$ cat config.mk
export PLATFORM = sky130hd
export DESIGN_NAME = gpio_evt_port
export DESIGN_NICKNAME = d
export VERILOG_FILES = /design/src/rtl/gpio_evt_pkg.sv /design/src/rtl/gpio_evt_sync.sv /design/src/rtl/gpio_evt_edge.sv /design/src/rtl/gpio_evt_port.sv
export SDC_FILE = /design/constraint.sdc
export NUM_CORES = 1
export LEC_CHECK = 0
export ABC_AREA = 1
export ABC_CLOCK_PERIOD_IN_PS = 1400
export BUFFER_PORTS_ARGS = -buffer_cell sky130_fd_sc_hd__buf_2
export CAP_MARGIN = 10
export CORE_MARGIN = 2
export CORE_UTILIZATION = 24
export DETAILED_ROUTE_END_ITERATION = 7
export GPL_ROUTABILITY_DRIVEN = 0
export PLACE_DENSITY = 0.52
export SYNTH_ARGS = -nofsm -noshare
export SYNTH_HDL_FRONTEND = slang
export SYNTH_SLANG_ARGS = --single-unit
$ cat constraint.sdc
create_clock -name clk -period 1.4 [get_ports clk]
set_input_delay 0.07 -clock clk [delete_from_list [all_inputs] [get_ports clk]]
set_output_delay 0.07 -clock clk [all_outputs]
set_load 0.01 [all_outputs]
$ cat src/rtl/gpio_evt_pkg.sv
package gpio_evt_pkg;
  localparam int ADDR_W    = 3;
  localparam int CLKEN_BIT = 5;
  localparam int SRC_KBD   = 0;
  localparam int SRC_GPIO  = 1;
  localparam int SRC_N     = 2;

  typedef enum logic [ADDR_W-1:0] {
    REG_OUT  = 3'd0,
    REG_DIR  = 3'd1,
    REG_IN   = 3'd2,
    REG_CTRL = 3'd3,
    REG_MODE = 3'd4,
    REG_STAT = 3'd5,
    REG_MASK = 3'd6,
    REG_NONE = 3'd7
  } reg_addr_e;

  // Edge test on one pin: rising when rise_sel is 1, falling otherwise.
  function automatic logic edge_seen(logic now_v, logic old_v, logic rise_sel);
    return rise_sel ? (now_v & ~old_v) : (~now_v & old_v);
  endfunction
endpackage

$ cat src/rtl/gpio_evt_sync.sv
module gpio_evt_sync #(
  parameter int W = 16
) (
  input  logic         clk,
  input  logic         rst_n,
  input  logic         en,
  input  logic [W-1:0] din,
  output logic [W-1:0] cur,
  output logic [W-1:0] prv
);
  logic [W-1:0] meta_q, cur_q, prv_q;

  always_ff @(posedge clk) begin
    if (!rst_n) begin
      meta_q <= '0;
      cur_q  <= '0;
      prv_q  <= '0;
    end else if (en) begin
      meta_q <= din;
      cur_q  <= meta_q;
      prv_q  <= cur_q;
    end
  end

  assign cur = cur_q;
  assign prv = prv_q;

  AST_FROZEN_INPUT: assert property (@(posedge clk) disable iff (!rst_n)
    !en |=> $stable(cur));
endmodule

$ cat src/rtl/gpio_evt_edge.sv
module gpio_evt_edge import gpio_evt_pkg::*; #(
  parameter int W    = 16,
  parameter int SELW = 4
) (
  input  logic            clk,
  input  logic            rst_n,
  input  logic            en,
  input  logic            arm,
  input  logic            rise_sel,
  input  logic [SELW-1:0] pin_sel,
  input  logic [W-1:0]    cur,
  input  logic [W-1:0]    prv,
  output logic            hit
);
  logic now_bit, old_bit;

  assign now_bit = cur[pin_sel];
  assign old_bit = prv[pin_sel];
  assign hit     = en & arm & edge_seen(now_bit, old_bit, rise_sel);

  AST_HIT_NEEDS_ARM: assert property (@(posedge clk) disable iff (!rst_n)
    hit |-> (arm && en));
  AST_HIT_LEVEL: assert property (@(posedge clk) disable iff (!rst_n)
    hit |-> (now_bit == rise_sel));
endmodule

$ cat src/rtl/gpio_evt_port.sv
module gpio_evt_port import gpio_evt_pkg::*; #(
  parameter int PINS = 16
) (
  input  logic              clk,
  input  logic              rst_n,
  input  logic              bus_sel,
  input  logic              bus_wr,
  input  logic [ADDR_W-1:0] bus_addr,
  input  logic [PINS-1:0]   bus_wdata,
  output logic [PINS-1:0]   bus_rdata,
  input  logic [PINS-1:0]   pad_in,
  output logic [PINS-1:0]   pad_out,
  output logic [PINS-1:0]   pad_oe,
  input  logic              kbd_evt,
  output logic              irq
);
  localparam int SELW     = (PINS > 1) ? $clog2(PINS) : 1;
  localparam int EDGE_BIT = SELW + 1;
  localparam int MODE_W   = SELW + 2;

  reg_addr_e         addr;
  logic [PINS-1:0]   dir_q, out_q;
  logic              clken_q;
  logic [MODE_W-1:0] mode_q;
  logic [SRC_N-1:0]  mask_q;
  logic              gpio_st_q;
  logic [SRC_N-1:0]  status;
  logic [PINS-1:0]   pin_now, pin_old;
  logic              gpio_hit, wr_en, rd_stat;

  assign addr    = reg_addr_e'(bus_addr);
  assign wr_en   = bus_sel & bus_wr;
  assign rd_stat = bus_sel & ~bus_wr & (addr == REG_STAT);

  always_ff @(posedge clk) begin
    if (!rst_n) begin
      dir_q   <= '1;
      out_q   <= '0;
      clken_q <= 1'b0;
      mode_q  <= '0;
      mask_q  <= '1;
    end else if (wr_en) begin
      case (addr)
        REG_OUT:  out_q   <= bus_wdata;
        REG_DIR:  dir_q   <= bus_wdata;
        REG_CTRL: clken_q <= bus_wdata[CLKEN_BIT];
        REG_MODE: mode_q  <= bus_wdata[MODE_W-1:0];
        REG_MASK: mask_q  <= bus_wdata[SRC_N-1:0];
        default:  ;
      endcase
    end
  end

  gpio_evt_sync #(.W(PINS)) u_sync (
    .clk(clk), .rst_n(rst_n), .en(clken_q),
    .din(pad_in), .cur(pin_now), .prv(pin_old)
  );

  gpio_evt_edge #(.W(PINS), .SELW(SELW)) u_edge (
    .clk(clk), .rst_n(rst_n), .en(clken_q),
    .arm(mode_q[0]), .rise_sel(mode_q[EDGE_BIT]), .pin_sel(mode_q[SELW:1]),
    .cur(pin_now), .prv(pin_old), .hit(gpio_hit)
  );

  // A new event wins over the clearing read in the same cycle.
  always_ff @(posedge clk) begin
    if (!rst_n) gpio_st_q <= 1'b0;
    else        gpio_st_q <= gpio_hit | (gpio_st_q & ~rd_stat);
  end

  always_comb begin
    status           = '0;
    status[SRC_KBD]  = kbd_evt;
    status[SRC_GPIO] = gpio_st_q;
  end

  assign irq     = |(status & ~mask_q);
  assign pad_out = out_q;
  assign pad_oe  = ~dir_q;

  always_comb begin
    bus_rdata = '0;
    case (addr)
      REG_OUT:  bus_rdata = out_q;
      REG_DIR:  bus_rdata = dir_q;
      REG_IN:   bus_rdata = pin_now;
      REG_CTRL: bus_rdata[CLKEN_BIT] = clken_q;
      REG_MODE: bus_rdata[MODE_W-1:0] = mode_q;
      REG_STAT: bus_rdata[SRC_N-1:0] = status;
      REG_MASK: bus_rdata[SRC_N-1:0] = mask_q;
      default:  bus_rdata = '0;
    endcase
  end

  AST_OE_TRACKS_DIR: assert property (@(posedge clk) disable iff (!rst_n)
    (wr_en && addr == REG_DIR) |=> (pad_oe == ~$past(bus_wdata)));
  AST_OUT_TRACKS_WRITE: assert property (@(posedge clk) disable iff (!rst_n)
    (wr_en && addr == REG_OUT) |=> (pad_out == $past(bus_wdata)));
  AST_READ_CLEARS: assert property (@(posedge clk) disable iff (!rst_n)
    (rd_stat && !gpio_hit) |=> !gpio_st_q);
  AST_EVENT_KEPT: assert property (@(posedge clk) disable iff (!rst_n)
    gpio_hit |=> gpio_st_q);
  AST_MASKED_QUIET: assert property (@(posedge clk) disable iff (!rst_n)
    (&mask_q) |-> !irq);
endmodule

==> flow_metrics.env, run 1 <==
export IMPL_status="complete, but fails checks"
export IMPL_violations="negative setup slack"
export IMPL_rsz0062_at_grt="yes"
export IMPL_r2r_cells=11
export IMPL_cp_data_required_time_ns=1.33
export IMPL_hp_start="bus_wdata[1]"
export IMPL_die_width_um=130.3
export IMPL_drive_gt1_frac=0.2570
export IMPL_hold_class="input port to register"
export IMPL_io_pins=89
export IMPL_synthesis_nets=559
export IMPL_ir_drop_mv=0.6532
export IMPL_n_antenna_cell=0
export IMPL_synthXorXnorAreaFrac=0
export IMPL_numCtsBuffers=9
export IMPL_place_area_mm2=0.004611
export IMPL_min_period_ns=1.432
export IMPL_fin_ws_ns=-0.03160
export IMPL_dieArea_mm2=0.01699
export IMPL_num_vias=3825
export IMPL_ys_warn_count=0
export IMPL_drtIter0Drc=183
export IMPL_slew_viol_final=0
export IMPL_grt_pass1_vias=3648
export IMPL_cts_sinks=90
export IMPL_max_freq_mhz=698.5
export IMPL_clock_latency_ns=0.35
export IMPL_grt_pass1_wl_um=18290
export IMPL_stdcell_area_mm2=0.005400
export IMPL_fin_setup_tns_ns=-0.03918
export IMPL_relSlewSlack=0.5889
export IMPL_clockBufferDepth=2
export IMPL_hold_end="mask_q[1]"
export IMPL_cp_start_kind="register"
export IMPL_dp_hpwl_um=8085
export IMPL_final_setup_viol_count=2
export IMPL_chipHeight_um=130.3
export IMPL_arrival_ns=1.36
export IMPL_critPathKind="register to primary output"
export IMPL_crit_path_end_kind="primary output"
export IMPL_htreeDepth=3
export IMPL_clock_skew_ns=0.007103
export IMPL_synth_mux_area_frac=0
export IMPL_total_power_w=0.005877
export IMPL_syn_avg_cell_area_um2=7.382
export IMPL_r2r_start="mode_q[1]"
export IMPL_r2r_setup_slack_ns=-0.01
export IMPL_wl_um=11360
export IMPL_synth_cell_types=25
export IMPL_ys_seq_area_frac=0.4703
export IMPL_antenna_found_initial=0
export IMPL_ant_nets=0
export IMPL_power_density_mw_per_mm2=1088
export IMPL_cp_max_fo=4
export IMPL_synthSimpleGateAreaFrac=0.1444
export IMPL_hold_viol=0
export IMPL_fin_crit_sh=1.023
export IMPL_initial_core_util=0.2429
export IMPL_overflow=0
export IMPL_synth_compound_area_share=0.2717
export IMPL_leakagePower_nw=2.419
export IMPL_nNetsFinal=677
export IMPL_synth_seq_cells=90
export IMPL_dr_pass1_iters=5
export IMPL_cts_root_buf="clkbuf_16"
export IMPL_syn_to_final_growth_pct=40.95
export IMPL_clk_pin_slew_ns=0.06
export IMPL_synth_adder_area_share=0
export IMPL_dp_slack_ns=0.04878
export IMPL_cap_viol_max_count=0
export IMPL_cts_tree="done"
export IMPL_syn_area_mm2=0.003831
export IMPL_core_mm2=0.01577
export IMPL_drc=0
export IMPL_gr_usage_all_layers=0.1379
export IMPL_whs_path_depth=3
export IMPL_finalHoldWorstSlack_ns=0.01285
export IMPL_synth_top_family_by_area="compound AO/OA/AOI/OAI gates"
export IMPL_num_rows=46
export IMPL_port_buffers=88
export IMPL_r2r_end="gpio_st_q"
export IMPL_viasPerCell=4.458
export IMPL_worst_pin_slew_ns=0.6129
export IMPL_grt_max_degree=59
export IMPL_wl_per_cell_um=13.24
export IMPL_netlist_instances=519
-- synthesized netlist by cell type --
cell type | number | area share
a21oi_1 | 77 | 0.10
a21oi_2 | 1 | 0.0023
a221oi_1 | 1 | 0.0023
a31o_2 | 1 | 0.0023
buf_2 | 2 | 0.0026
buf_6 | 2 | 0.0059
buf_8 | 2 | 0.0078
clkbuf_1 | 27 | 0.026
clkinv_1 | 1 | 0.00098
dfxtp_1 | 90 | 0.47
inv_1 | 68 | 0.067
inv_2 | 1 | 0.00098
inv_6 | 1 | 0.0023
nand2_1 | 59 | 0.058
nand2_2 | 1 | 0.0016
nand3_1 | 22 | 0.029
nand3_2 | 3 | 0.0078
nor2_1 | 38 | 0.037
nor2_2 | 1 | 0.0016
nor2_4 | 1 | 0.0029
nor3_1 | 5 | 0.0065
o21ai_0 | 92 | 0.12
o21ai_1 | 4 | 0.0052
o221ai_1 | 12 | 0.027
o22ai_1 | 7 | 0.011
-- cell families after synthesis --
logic type | after synthesis
AO/OA/AOI/OAI | 195
buffers and inverters | 104
flip-flops | 90
AND/OR/NAND/NOR | 130
-- layer usage --
metal  part of all wire  track usage  up-vias
li1                   -            -     1973
met1               0.50       0.1885     1743
met2               0.44       0.2153       98
met4              0.016      0.05319        0
met5                  0            0        -
met3              0.046      0.02706       11
-- how the worst max path moves through the flow --
stage	slack (ns)	from	cells after the start	endpoint
after floorplan	0.13	mode_q[1]	11	gpio_st_q
after global placement	0.07	mode_q[1]	6	bus_rdata[1]
after detailed placement	0.05	mode_q[1]	12	gpio_st_q
after CTS	-0.07	mode_q[1]	6	bus_rdata[1]
after global routing	-0.1	mode_q[1]	5	bus_rdata[1]
final	-0.03	mode_q[1]	5	bus_rdata[1]
-- per-stage QoR --
step           utilization  cells
5_1_grt             0.3424    858
3_5_place_dp        0.2924    811
4_1_cts             0.3355    857
6_report            0.3424    858
3_3_place_gp        0.2924    811
2_1_floorplan            -    519
-- cell usage in the layout (no fill, tap or decap), types with 4 or more instances in the layout --
cell type / n
buf_2: 88
buf_12: 7
a21oi_2: 4
a21oi_1: 74
nand3_2: 10
nor3_1: 5
nand3_1: 15
o21ai_0: 90
buf_4: 14
inv_2: 4
nor2_1: 37
clkbuf_16: 10
inv_1: 64
dlygate4sd3_1: 28
dfxtp_1: 86
o221ai_1: 11
nand2_1: 58
o22ai_1: 4
-- sequential cells by signal, indices dropped and copies added (netlist names) --
name           cells
dir_q             16
mask_q             2
clken_q            1
u_sync.prv        16
mode_q             6
gpio_st_q          1
u_sync.cur        16
u_sync.meta_q     16
pad_out           16
-- power breakdown --
part           switching (W)  internal (W)  leakage [nW]
sequential         0.0000343       0.00262         0.731
clock               0.000999       0.00166         0.163
combinational       0.000310      0.000251          1.52
-- worst max-delay path, cell delays in order (launching register included) --
cell and delay (ns):
dfxtp_4 0.40, inv_12 0.07, o21ai_2 0.05, a221oi_2 0.20, o221ai_2 0.14, buf_2 0.16
-- repair_timing --
item	in CTS	in global routing
endpoints found under the setup margin	4	6
gates cloned	0	2
setup buffers	2	0
pin swaps	1	5
gates resized for setup	19	24
endpoints found under the hold margin	28	0
hold buffers	28	0
-- layout make-up --
type | instances | area [um^2]
Timing Repair Buffer | 140 | 1013
Inverter | 71 | 281.5
Fill cell | 1712 | 10370
Clock buffer | 12 | 256.5
Tap cell | 216 | 270.3
Sequential cell | 90 | 1812
Multi-Input combinational cell | 325 | 1693
Clock inverter | 4 | 73.82
No activity file was read; power rests on OpenSTA's default activity.
==> run 2: changes to the inputs <==
--- a/config.mk
+++ b/config.mk
@@ -6,9 +6,10 @@
 export NUM_CORES = 1
 export LEC_CHECK = 0
 export ABC_AREA = 1
-export ABC_CLOCK_PERIOD_IN_PS = 1400
+export ABC_CLOCK_PERIOD_IN_PS = 1800
 export BUFFER_PORTS_ARGS = -buffer_cell sky130_fd_sc_hd__buf_2
 export CAP_MARGIN = 10
+export CORE_ASPECT_RATIO = 1.2
 export CORE_MARGIN = 2
 export CORE_UTILIZATION = 24
 export DETAILED_ROUTE_END_ITERATION = 7
==> constraint.sdc (replaced) <==
create_clock -name clk -period 1.8 [get_ports clk]
set_input_delay 0.09 -clock clk [delete_from_list [all_inputs] [get_ports clk]]
set_output_delay 0.09 -clock clk [all_outputs]
set_load 0.01 [all_outputs]
==> run 2 against run 1 <==
  * The flow now finishes without violations
  * Worst setup slack better by 0.14 ns
  * Via count decreased by 2.5%
  * First-iteration DRC count decreased by 14%
  * Flip-flop and latch count did not move
  * Critical path type unchanged
  * Critical endpoint unchanged
  * Largest cell class unchanged
==> flow_metrics.env, run 2 (synthesis gave the netlist of run 1 again) <==
export IMPL_viasPerCell=4.477
export IMPL_critPathBufInv=3
export IMPL_crit_slowest_cell="dfxtp_1"
export IMPL_gr_usage_all_layers=0.1244
export IMPL_r2r_end="gpio_st_q"
export IMPL_num_vias=3729
export IMPL_grt_pass1_wl_um=17110
export IMPL_drive_gt1_frac=0.2000
export IMPL_met3_usage=0.02885
export IMPL_wl_um=10540
export IMPL_core_mm2=0.01564
export IMPL_clk_pin_slew_ns=0.07
export IMPL_drtIter0Drc=157
export IMPL_cts_tree="done"
export IMPL_total_power_w=0.004197
export IMPL_drc=0
export IMPL_ctsHoldBuffers=24
export IMPL_initial_core_util=0.2450
export IMPL_fin_crit_sh=0.9404
export IMPL_cts_root_buf="clkbuf_16"
export IMPL_numCtsBuffers=9
export IMPL_arrival_ns=1.60
export IMPL_post_cts_resized=0
export IMPL_worst_pin_slew_ns=0.5405
export IMPL_antenna_found_initial=0
export IMPL_grt_util_met1=0.1656
export IMPL_die_width_um=119.3
export IMPL_crit_chain="buf_4 > inv_6 > o21ai_0 > a221oi_1 > o221ai_1 > buf_2"
export IMPL_cp_max_fo=19
export IMPL_cts_sinks=90
export IMPL_wl_per_cell_um=12.65
export IMPL_ant_nets=0
export IMPL_clock_skew_ns=0.009023
export IMPL_status="complete, no violations"
export IMPL_nNetsFinal=660
export IMPL_min_period_ns=1.693
export IMPL_clock_latency_ns=0.34
export IMPL_power_density_mw_per_mm2=842.5
export IMPL_ir_drop_mv=0.4156
export IMPL_cp_endpoint="bus_rdata[1]"
export IMPL_num_rows=50
export IMPL_dp_hpwl_um=7762
export IMPL_syn_to_final_growth_pct=30.05
export IMPL_leakagePower_nw=2.255
export IMPL_cap_viol_max_count=0
export IMPL_final_cell_mix="92 x o21ai_0, 90 x dfxtp_1, 88 x buf_2"
export IMPL_cp_data_required_time_ns=1.71
export IMPL_cp_start_kind="register"
export IMPL_final_setup_viol_count=0
export IMPL_final_common_cell="o21ai_0"
export IMPL_multi_input_area_mm2=0.001594
export IMPL_critPathKind="register to primary output"
export IMPL_n_antenna_cell=0
export IMPL_fin_util=0.3186
export IMPL_io_pins=89
export IMPL_hold_viol=0
export IMPL_post_cts_buffers=0
export IMPL_cpPeakStageDelay_ns=0.30
export IMPL_r2r_setup_slack_ns=0.36
export IMPL_crit_path_start="mode_q[1]"
export IMPL_rsz0062_at_grt="no"
export IMPL_dieArea_mm2=0.01699
export IMPL_slew_viol_final=0
export IMPL_grt_max_degree=48
export IMPL_htreeDepth=3
export IMPL_fin_setup_tns_ns=0
export IMPL_r2r_start="mode_q[1]"
export IMPL_dr_pass1_iters=4
export IMPL_top_usage_layer="met2"
export IMPL_grt_pass1_vias=3408
export IMPL_critPathTopFamily="buffers and inverters"
export IMPL_relSlewSlack=0.6374
export IMPL_hold_class="input port to register"
export IMPL_path_depth=6
export IMPL_chipHeight_um=142.4
export IMPL_max_freq_mhz=590.8
export IMPL_grt_use_met2=0.1939
export IMPL_fin_ws_ns=0.1073
export IMPL_clockBufferDepth=2
export IMPL_crit_path_end_kind="primary output"
export IMPL_register_area_mm2=0.001802
export IMPL_port_buffers=88
export IMPL_r2r_cells=12
export IMPL_dp_slack_ns=0.3816
export IMPL_overflow=0
export IMPL_fillers=1697
## run 2: changes by cell type in the layout (fill, tap and decap cells not counted), moves of 4 or more
cell	previous run	this run
dlygate4sd3_1	28	24
buf_4	14	10
inv_1	64	68
nand3_1	15	22
buf_12	7	1
dfxtp_1	86	90
nand3_2	10	3
## run 2: layout make-up
| type | count | area share |
|---|---|---|
| sequential | 90 | 0.3616 |
| multi-input combinational | 325 | 0.3199 |
| timing repair buffer | 123 | 0.1557 |
| inverter | 71 | 0.05450 |
| tap | 208 | 0.05224 |
| clock buffer | 10 | 0.04797 |
| clock inverter | 6 | 0.008036 |
## run 2: report_power, final
part / switching (W) / internal (W) / leakage [nW]
logic: 0.000223 / 0.000162 / 1.39
registers: 0.0000227 / 0.00204 / 0.729
clock network: 0.000776 / 0.000973 / 0.139
total: 0.00102 / 0.00318 / 2.25
## run 2: worst min-delay path: stages
cell and delay [ns]:
buf_2 0.11, a21oi_1 0.06, o21ai_0 0.06
## run 2: how the worst min path moves through the flow
stage                       from                end  slack, ns  cells after the start
global placement      pad_in[11]  u_sync.meta_q[11]       0.32                      3
finish              bus_wdata[4]           dir_q[4]       0.02                      3
CTS                 bus_wdata[4]           dir_q[4]      0.002                      3
floorplan           bus_wdata[0]          mask_q[0]       0.20                      2
detailed placement    pad_in[11]  u_sync.meta_q[11]       0.32                      3
global route        bus_wdata[2]           dir_q[2]       0.02                      3
## run 2: per-stage QoR
stage | instance area (um^2) | hold slack, ns | instances
6_report | 4982 | 0.01743 | 833
5_1_grt | 4982 | 0.01748 | 833
4_1_cts | 4982 | 0.002387 | 833
3_5_place_dp | 4463 | 0.3198 | 793
3_3_place_gp | 4463 | 0.3173 | 793
2_1_floorplan | 3831 | 0.2032 | 519
## run 2: per-layer routing
metal,vias up,share of wire
met5,-,0
met4,0,0.020
met3,16,0.052
met2,109,0.44
met1,1669,0.49
li1,1935,-
==> run 3: changes to the inputs <==
--- a/config.mk
+++ b/config.mk
@@ -7,11 +7,12 @@
 export LEC_CHECK = 0
 export ABC_AREA = 1
 export ABC_CLOCK_PERIOD_IN_PS = 1800
-export BUFFER_PORTS_ARGS = -buffer_cell sky130_fd_sc_hd__buf_2
+export BUFFER_PORTS_ARGS = -buffer_cell sky130_fd_sc_hd__buf_4
 export CAP_MARGIN = 10
 export CORE_ASPECT_RATIO = 1.2
 export CORE_MARGIN = 2
 export CORE_UTILIZATION = 24
+export CTS_BUF_LIST = sky130_fd_sc_hd__clkbuf_4 sky130_fd_sc_hd__clkbuf_8 sky130_fd_sc_hd__clkbuf_16
 export DETAILED_ROUTE_END_ITERATION = 7
 export GPL_ROUTABILITY_DRIVEN = 0
 export PLACE_DENSITY = 0.52
==> run 3 against run 2 <==
  * Core utilization rose by 2.0 points
  * Fmax is 5.0% higher
  * Critical path depth decreased by 2
  * Count of clock-buffer cells in the layout increased by 1
  * Critical path type unchanged
  * Largest cell class unchanged
==> flow_metrics.env, run 3 (synthesis gave the netlist of run 1 again) <==
export IMPL_r2r_setup_slack_ns=0.29
export IMPL_io_pins=89
export IMPL_clk_pin_slew_ns=0.07
export IMPL_clockBufferDepth=2
export IMPL_fin_ws_ns=0.1873
export IMPL_cpPeakStageDelay_ns=0.39
export IMPL_num_vias=3746
export IMPL_placedCellCount=793
export IMPL_core_mm2=0.01564
export IMPL_cts_root_buf="clkbuf_16"
export IMPL_arrival_ns=1.52
export IMPL_dp_hpwl_um=7805
export IMPL_fin_setup_tns_ns=0
export IMPL_grt_pass1_wl_um=17320
export IMPL_max_freq_mhz=620.1
export IMPL_grt_pass1_vias=3552
export IMPL_post_cts_resized=0
export IMPL_dp_slack_ns=0.3324
export IMPL_cp_data_required_time_ns=1.71
export IMPL_ant_nets=0
export IMPL_antenna_found_initial=0
export IMPL_stdcell_area_mm2=0.005295
export IMPL_crit_chain="buf_4 > a21oi_1 > o221ai_1 > buf_4"
export IMPL_dr_pass1_iters=4
export IMPL_initial_core_util=0.2450
export IMPL_viasPerCell=4.454
export IMPL_final_cell_mix="98 x buf_4, 92 x o21ai_0, 90 x dfxtp_1"
export IMPL_multi_input_area_mm2=0.001594
export IMPL_status="complete, no violations"
export IMPL_hold_viol=0
export IMPL_fin_util=0.3386
export IMPL_fillers=1677
export IMPL_cts_tree="done"
export IMPL_drc=0
export IMPL_chipHeight_um=142.4
export IMPL_cpMostUsedCell="buf_4"
export IMPL_cap_viol_max_count=0
export IMPL_num_rows=50
export IMPL_dieArea_mm2=0.01699
export IMPL_relSlewSlack=0.6429
export IMPL_port_buffers=88
export IMPL_htreeDepth=3
export IMPL_hold_class="input port to register"
export IMPL_clock_skew_ns=0.009152
export IMPL_wl_um=10740
export IMPL_clock_latency_ns=0.34
export IMPL_numCtsBuffers=9
export IMPL_place_area_mm2=0.004683
export IMPL_die_width_um=119.3
export IMPL_crit_path_end_kind="primary output"
export IMPL_leakagePower_nw=2.325
export IMPL_crit_slowest_cell="buf_4"
export IMPL_rsz0062_at_grt="no"
export IMPL_drtIter0Drc=303
export IMPL_worst_pin_slew_ns=0.5324
export IMPL_register_area_mm2=0.001802
export IMPL_cp_max_fo=50
export IMPL_wl_per_cell_um=12.78
export IMPL_cts_sinks=90
export IMPL_ir_drop_mv=0.4619
export IMPL_cp_start_kind="register"
export IMPL_final_setup_viol_count=0
export IMPL_grt_max_degree=51
export IMPL_drive_gt1_frac=0.1975
export IMPL_syn_to_final_growth_pct=38.21
export IMPL_power_density_mw_per_mm2=816.2
export IMPL_slew_viol_final=0
export IMPL_final_cell_count_no_fill=841
export IMPL_gr_usage_all_layers=0.1264
export IMPL_final_common_cell="buf_4"
export IMPL_overflow=0
export IMPL_fin_crit_sh=0.8960
export IMPL_critPathKind="register to primary output"
export IMPL_min_period_ns=1.613
export IMPL_n_antenna_cell=0
export IMPL_nNetsFinal=668
[run 3: final cells by class]
cell class | instances | share of cell area
Clock buffer | 11 | 0.04773
Clock inverter | 5 | 0.007325
Inverter | 71 | 0.05128
Multi-Input combinational cell | 325 | 0.3010
Sequential cell | 90 | 0.3403
Tap cell | 208 | 0.04915
Timing Repair Buffer | 131 | 0.2032
[run 3: where the power goes]
part | internal, W | switching, W | total [W] | leakage, nW
registers | 0.00204 | 0.0000238 | 0.00206 | 0.729
logic | 0.000216 | 0.000230 | 0.000445 | 1.45
clock network | 0.00102 | 0.000797 | 0.00181 | 0.142
total | 0.00327 | 0.00105 | 0.00432 | 2.32
[run 3: final timing paths]
path | start | endpoint | cells past startpoint
hold reg to reg | pad_out[3] | pad_out[3] | 2
setup reg to reg | mode_q[1] | gpio_st_q | 11
hold / removal | rst_n | pad_out[13] | 3
setup / recovery | clken_q | bus_rdata[5] | 4
[run 3: critical path: cells and delay by family, from the launching register on]
kind	cells	cell delay, ns
buf+inv	2	0.58
compound gates	2	0.28
flops	1	0.33
[run 3: per-stage QoR]
step | power [W] | hold WS, ns
after floorplan | 0.002306 | 0.2032
after CTS | 0.004382 | 0.07761
after global routing | 0.004490 | 0.09912
after detailed placement | 0.002502 | 0.3222
after global placement | 0.002496 | 0.3133
final | 0.004322 | 0.08527
[run 3: timing repair]
item,4_1_cts,5_1_grt
buffers inserted,0,0
setup endpoints to repair,0,0
endpoints found under the hold margin,32,0
hold buffers,32,0
[run 3: per-layer routing]
metal  track usage  up-vias  routed length, um
met5             0        -                  0
met4       0.06997        0                306
met3       0.02284       19                548
met2        0.2002      105               4738
met1        0.1628     1667               5151
li1              -     1955                  -
